--- src/rtl/dbgrc_pkg.sv ---
package dbgrc_pkg;
  // register word addresses
  localparam int CTRL_ADDR = 'h10;
  localparam int STAT_ADDR = 'h11;
  localparam int INFO_ADDR = 'h12;

  // control word bit positions
  localparam int C_ACTIVE = 0;
  localparam int C_SYSRST = 1;
  localparam int C_HARTRST = 2;
  localparam int C_RESUME = 3;
  localparam int C_HALT = 4;
  localparam int C_SEL_LSB = 8;

  // status constants
  localparam logic [3:0] STAT_VERSION = 4'd2;

  // strobes from the control decoder to the datapath
  typedef struct packed {
    logic ctrlWr;
    logic rdCtrl;
    logic rdStat;
    logic rdInfo;
  } strobe_t;
endpackage

--- src/rtl/dbgrc_ctrl.sv ---
module dbgrc_ctrl
  import dbgrc_pkg::*;
#(
  parameter int ADDR_W = 7
) (
  input  logic              clk,
  input  logic              rstN,
  input  logic              reqValid,
  input  logic              reqWrite,
  input  logic [ADDR_W-1:0] reqAddr,
  output strobe_t           stb,
  output logic              rspValid,
  output logic              rspErr
);
  logic hitCtrl, hitStat, hitInfo, mapped;

  always_comb begin
    hitCtrl = (reqAddr == ADDR_W'(CTRL_ADDR));
    hitStat = (reqAddr == ADDR_W'(STAT_ADDR));
    hitInfo = (reqAddr == ADDR_W'(INFO_ADDR));
    mapped  = hitCtrl | hitStat | hitInfo;
    stb.ctrlWr = reqValid & reqWrite & hitCtrl;
    stb.rdCtrl = reqValid & ~reqWrite & hitCtrl;
    stb.rdStat = reqValid & ~reqWrite & hitStat;
    stb.rdInfo = reqValid & ~reqWrite & hitInfo;
  end

  always_ff @(posedge clk) begin
    if (!rstN) begin
      rspValid <= 1'b0;
      rspErr   <= 1'b0;
    end else begin
      rspValid <= reqValid;
      rspErr   <= reqValid & ~reqWrite & ~mapped;
    end
  end
endmodule

--- src/rtl/dbgrc_dp.sv ---
module dbgrc_dp
  import dbgrc_pkg::*;
#(
  parameter int NUM_HARTS  = 4,
  parameter int SEL_W      = 3,
  parameter int DATA_WORDS = 2,
  parameter int DATA_BASE  = 'h380
) (
  input  logic                 clk,
  input  logic                 rstN,
  input  strobe_t              stb,
  input  logic [31:0]          wdata,
  input  logic [NUM_HARTS-1:0] hartHalted,
  input  logic [NUM_HARTS-1:0] resumeAckIn,
  output logic [31:0]          rdata,
  output logic [NUM_HARTS-1:0] haltReqOut,
  output logic [NUM_HARTS-1:0] resumeReqOut,
  output logic [NUM_HARTS-1:0] hartResetOut,
  output logic                 sysResetOut
);
  localparam logic [SEL_W:0] HART_LIM = (SEL_W + 1)'(NUM_HARTS);
  localparam logic [31:0] INFO_WORD =
      (32'(1) << 20) | (32'(1) << 16) |
      (32'(DATA_WORDS & 'hF) << 12) | 32'(DATA_BASE & 'hFFF);

  logic             active, sysRst, hartRst, resumeFld;
  logic [SEL_W-1:0] hartSel;
  logic [NUM_HARTS-1:0] ackFlag;
  logic             fieldLoad;
  logic [SEL_W-1:0] newSel;
  logic             selExists, selHalt, selHalted, selAck;
  logic [31:0]      ctrlWord, statWord;

  assign fieldLoad = stb.ctrlWr & wdata[C_ACTIVE];
  assign newSel    = wdata[C_SEL_LSB +: SEL_W];

  always_ff @(posedge clk) begin
    if (!rstN) begin
      active    <= 1'b0;
      sysRst    <= 1'b0;
      hartRst   <= 1'b0;
      resumeFld <= 1'b0;
      hartSel   <= '0;
    end else if (stb.ctrlWr) begin
      active <= wdata[C_ACTIVE];
      if (wdata[C_ACTIVE]) begin
        sysRst    <= wdata[C_SYSRST];
        hartRst   <= wdata[C_HARTRST];
        resumeFld <= wdata[C_RESUME];
        hartSel   <= newSel;
      end
    end
  end

  for (genvar i = 0; i < NUM_HARTS; i++) begin : g_hart
    logic hitNew;
    assign hitNew = fieldLoad & (newSel == SEL_W'(i));

    always_ff @(posedge clk) begin
      if (!rstN) begin
        haltReqOut[i]   <= 1'b0;
        resumeReqOut[i] <= 1'b0;
        ackFlag[i]      <= 1'b0;
      end else begin
        if (hitNew) haltReqOut[i] <= wdata[C_HALT];
        if (hitNew & wdata[C_RESUME]) begin
          resumeReqOut[i] <= 1'b1;
          ackFlag[i]      <= 1'b0;
        end else if (resumeAckIn[i]) begin
          resumeReqOut[i] <= 1'b0;
          ackFlag[i]      <= 1'b1;
        end
      end
    end

    assign hartResetOut[i] = sysRst | (hartRst & (hartSel == SEL_W'(i)));
  end

  assign sysResetOut = sysRst;

  always_comb begin
    selExists = ({1'b0, hartSel} < HART_LIM);
    selHalt   = 1'b0;
    selHalted = 1'b0;
    selAck    = 1'b0;
    for (int i = 0; i < NUM_HARTS; i++) begin
      if (hartSel == SEL_W'(i)) begin
        selHalt   = haltReqOut[i];
        selHalted = hartHalted[i];
        selAck    = ackFlag[i];
      end
    end

    ctrlWord = '0;
    ctrlWord[C_ACTIVE]  = active;
    ctrlWord[C_SYSRST]  = sysRst;
    ctrlWord[C_HARTRST] = hartRst;
    ctrlWord[C_RESUME]  = resumeFld;
    ctrlWord[C_HALT]    = selHalt;
    ctrlWord[C_SEL_LSB +: SEL_W] = hartSel;

    statWord = '0;
    statWord[3:0] = STAT_VERSION;
    statWord[7]   = 1'b1;
    statWord[9:8]   = {2{selExists & selHalted}};
    statWord[11:10] = {2{selExists & ~selHalted}};
    statWord[13:12] = {2{~selExists}};
    statWord[15:14] = {2{selExists & selAck}};
  end

  always_ff @(posedge clk) begin
    if (!rstN) rdata <= '0;
    else if (stb.rdCtrl) rdata <= ctrlWord;
    else if (stb.rdStat) rdata <= statWord;
    else if (stb.rdInfo) rdata <= INFO_WORD;
    else rdata <= '0;
  end
endmodule

--- src/rtl/dbgrc_top.sv ---
module dbgrc_top
  import dbgrc_pkg::*;
#(
  parameter int NUM_HARTS  = 4,
  parameter int SEL_W      = 3,
  parameter int ADDR_W     = 7,
  parameter int DATA_WORDS = 2,
  parameter int DATA_BASE  = 'h380
) (
  input  logic                 clk,
  input  logic                 rstN,
  input  logic                 reqValid,
  input  logic                 reqWrite,
  input  logic [ADDR_W-1:0]    reqAddr,
  input  logic [31:0]          reqWdata,
  output logic                 rspValid,
  output logic [31:0]          rspRdata,
  output logic                 rspErr,
  input  logic [NUM_HARTS-1:0] hartHalted,
  input  logic [NUM_HARTS-1:0] resumeAckIn,
  output logic [NUM_HARTS-1:0] haltReqOut,
  output logic [NUM_HARTS-1:0] resumeReqOut,
  output logic [NUM_HARTS-1:0] hartResetOut,
  output logic                 sysResetOut
);
  strobe_t stb;

  dbgrc_ctrl #(.ADDR_W(ADDR_W)) u_ctrl (
    .clk(clk), .rstN(rstN), .reqValid(reqValid), .reqWrite(reqWrite),
    .reqAddr(reqAddr), .stb(stb), .rspValid(rspValid), .rspErr(rspErr)
  );

  dbgrc_dp #(
    .NUM_HARTS(NUM_HARTS), .SEL_W(SEL_W),
    .DATA_WORDS(DATA_WORDS), .DATA_BASE(DATA_BASE)
  ) u_dp (
    .clk(clk), .rstN(rstN), .stb(stb), .wdata(reqWdata),
    .hartHalted(hartHalted), .resumeAckIn(resumeAckIn), .rdata(rspRdata),
    .haltReqOut(haltReqOut), .resumeReqOut(resumeReqOut),
    .hartResetOut(hartResetOut), .sysResetOut(sysResetOut)
  );
endmodule

--- config.mk ---
export PLATFORM = sky130hd
export DESIGN_NAME = dbgrc_top
export DESIGN_NICKNAME = d
export VERILOG_FILES = /design/src/rtl/dbgrc_pkg.sv /design/src/rtl/dbgrc_ctrl.sv /design/src/rtl/dbgrc_dp.sv /design/src/rtl/dbgrc_top.sv
export SDC_FILE = /design/constraint.sdc
export NUM_CORES = 1
export LEC_CHECK = 0
export BUFFER_PORTS_ARGS = -buffer_cell sky130_fd_sc_hd__buf_2
export CAP_MARGIN = 20
export CORE_MARGIN = 2
export CORE_UTILIZATION = 46
export DETAILED_ROUTE_END_ITERATION = 10
export PLACE_DENSITY = 0.88
export SLEW_MARGIN = 20
export SYNTH_ARGS = -nofsm -noshare
export SYNTH_HDL_FRONTEND = slang
export SYNTH_SLANG_ARGS = --single-unit
--- constraint.sdc ---
create_clock -name clk -period 2.6 [get_ports clk]
set_clock_uncertainty 0.1 [all_clocks]
set_input_delay 0.26 -clock clk [delete_from_list [all_inputs] [get_ports clk]]
set_output_delay 0.26 -clock clk [all_outputs]
set_load 0.02 [all_outputs]
==> flow_metrics.py <==
metrics = {
    "run_status": {
        "status": "completed",
    },
    "synthesis": {
        "synth-simple-area-share": 0.262,
        "synth_edf_count": 0,
        "synth-seq-cells": 35,
        "yosysSeqAreaShare": 0.423,
        "syn_inst": 177,
        "syn_area_mm2": 0.00166,
        "synth-xor-area-share": 0,
        "synthArstFlopShare": 0,
        "synth_top_area_cell": "dfxtp_1",
        "ys_warn_count": 0,
        "ys.flop_type": "dfxtp_1",
        "yosys.area.top_type_share": 0.423,
        "synth_top_family_by_area": "simple AND/OR/NAND/NOR gates",
        "synth_cell_types": 39,
        "synth_fa_ha_area_frac": 0,
        "synth_compound_area_frac": 0.0937,
        "synthMuxAreaShare": 0.101,
        "synthTopCellsByArea": "dfxtp_1 (42%), buf_4 (8.2%), mux2i_1 (6.0%), nand2_1 (5.2%), mux4_2 (4.1%)",
        "syn_avg_cell_area_um2": 9.35,
    },
    "critical_path": {
        "r2r_cells": 3,
        "max_stage_delay_ns": 0.61,
        "crit_fanout": 9,
        "crit_family": "flip-flops",
        "cp_num_buf_inv": 1,
        "path_cells": "nor3b_1, or2_2, buf_2",
        "worstPathRequired_ns": 2.24,
        "worstSetupEndpointType": "primary output",
        "arrival_ns": 1.49,
        "cp_slowest_cell": "dfxtp_1",
        "start_kind": "flop",
        "crit_cells": 3,
        "critPathKind": "reg -> out",
    },
    "timing": {
        "holdWs_ns": 0.0579,
        "period_needed_ns": 1.85,
        "tightest_slew_ns": 0.577,
        "period_share": 0.713,
        "setup_viol": 0,
        "maxSlewViolCount": 0,
        "relSlewSlack": 0.614,
        "clock.fmax_mhz": 540,
        "rsz0062_at_grt": "false",
        "finalSetupTns_ns": 0,
        "hold_viol_final": 0,
    },
    "grt": {
        "grt_overflow": 0,
        "grt_start_max_net_pins": 32,
        "antenna_found_initial": 0,
        "grt_use_total": 0.171,
        "grt_pass1_wl_mm": 5.57,
        "grt_pass1_vias": 1215,
    },
    "final_layout": {
        "nets": 278,
        "area_delta_synth_final_pct": 16.3,
        "drive_gt1_frac": 0.329,
        "antenna_cells": 0,
        "fillCellCount": 326,
        "fin_area_mm2": 0.00193,
        "finalNonFillerCells": 274,
    },
    "placement": {
        "hpwlAfterDp_mm": 2.65,
        "place_inst": 266,
        "io_buffers": 57,
        "placed_cell_area_mm2": 0.00188,
        "gp_congestion": 0.806,
    },
    "floorplanning": {
        "fp.dieH_um": 64.0,
        "core_mm2": 0.00339,
        "start_util": 0.488,
        "ios": 98,
        "rows": 21,
        "die_w_um": 64.0,
        "die_area_mm2": 0.00409,
    },
    "clock_tree": {
        "path_clk_slew_ns": 0.10,
        "clock_latency_ns": 0.34,
        "numCtsBuffers": 5,
        "cts-root-buf": "clkbuf_4",
        "cts_setup_buffers": 0,
        "h-tree-depth": 2,
        "cts_tree": "built",
        "cts_max_path_buffers": 2,
        "post_cts_resized": 0,
        "cts_hold_buf": 0,
        "cts_sinks": 35,
    },
    "power_and_ir_drop": {
        "leakage_nw": 0.862,
        "powerDensity_mw_per_mm2": 478,
        "peakVddDrop_mv": 0.361,
    },
    "run": {
        "maxCapViolCount": 0,
    },
    "route": {
        "drtIter0Drc": 82,
        "met1Wirelength_mm": 1.49,
        "wl_met2_mm": 1.68,
        "wl_met3_um": 278,
        "vias": 1367,
        "wl_mm": 3.47,
        "ant_nets": 0,
        "drc": 0,
        "top_layer": "met4",
        "first_pass_iters": 4,
        "via_per_inst": 4.99,
        "routedWlPerCell_um": 12.7,
    },
    "min_path": {
        "min_path_type": "in -> reg",
        "hold_depth": 2,
    },
}
==> per-stage QoR <==
stage / total power, mW / setup slack (ns) / utilization
after detailed placement: 0.655 / 0.453 / 0.553
after global routing: 0.967 / 0.651 / 0.568
after global placement: 0.651 / 0.504 / 0.553
after CTS: 0.932 / 0.724 / 0.568
final: 0.921 / 0.747 / 0.568
after floorplan: 0.641 / 0.789 / -
==> kinds of logic after synthesis <==
logic type | after synthesis
AND/OR/NAND/NOR | 72
AO/OA/AOI/OAI | 25
buffers and inverters | 31
multiplexers | 13
other | 1
flip-flops | 35
==> layout make-up <==
| cell class | instances | area [µm²] | share of cell area |
|---|---|---|---|
| timing repair buffer | 59 | 300 | 0.156 |
| clock buffer | 7 | 45.0 | 0.0234 |
| multi-input combinational | 126 | 817 | 0.424 |
| sequential | 35 | 701 | 0.364 |
| tap | 46 | 57.6 | 0.0299 |
| clock inverter | 1 | 5.00 | 0.00260 |
==> worst reg2reg max path, delay by kind of cell (launching register included) <==
kind            cells  cell delay, ns
compound gates      1            0.20
simple gates        1            0.12
mux                 1            0.60
flops               1            0.61
==> sequential cells by signal, indices dropped and copies added, names as in the netlist <==
register and count:
u_ctrl.rspErr 1, u_ctrl.rspValid 1, u_dp.ackFlag 4, u_dp.active 1, u_dp.haltReqOut 4, u_dp.hartRst 1, u_dp.hartSel 3, u_dp.rdata 14
u_dp.resumeFld 1, u_dp.resumeReqOut 4, u_dp.sysResetOut 1
==> cell usage in the layout, fill, tap and decap left out, types with 2 or more instances in the layout <==
cell,instances
or4bb_1,3
o21ai_0,4
mux4_2,3
nor3_1,4
nand2b_1,4
clkbuf_4,5
o21a_1,3
nor2b_1,3
nand3b_1,6
o21bai_1,4
buf_2,57
nand3_1,2
conb_1,16
a21oi_1,6
mux2i_1,10
nand2_1,23
and3_1,3
o21ai_1,4
dfxtp_1,35
clkbuf_1,2
nor2_1,7
buf_4,2
nor4_1,6
==> report_power, final <==
| group | switching, mW | total, mW | internal, mW |
|---|---|---|---|
| sequential | 0.00333 | 0.545 | 0.542 |
| clock | 0.172 | 0.277 | 0.105 |
| combinational | 0.0646 | 0.0985 | 0.0339 |
==> final timing paths <==
kind                     end  slack [ns]             from
max reg2reg   u_dp.rdata[10]        0.91  u_dp.hartSel[0]
max          hartResetOut[0]        0.75  u_dp.hartSel[0]
min          u_ctrl.rspValid        0.06         reqValid
min reg2reg   u_dp.resumeFld        0.36   u_dp.resumeFld
==> metal layers <==
layer  track usage  vias to the layer above
met5             0                        -
met2         0.297                       61
met4        0.0326                        0
met1         0.208                      618
li1              -                      686
met3        0.0546                        2
==> synthesized netlist by cell type (2+ instances only) <==
cell type and instances:
nand3_1 2, a21oi_1 6, nand2_1 23, o21a_1 3, nor3_1 4, o21bai_1 4, dfxtp_1 35, mux4_2 3
nor2b_1 3, mux2i_1 10, o21ai_0 4, o21ai_1 4, or4bb_1 3, clkbuf_1 10, nand2b_1 4, nand3b_1 6
nor2_1 7, and3_1 3, nor4_1 6, buf_4 18
Note: power is estimated with default switching activity, not from simulation.
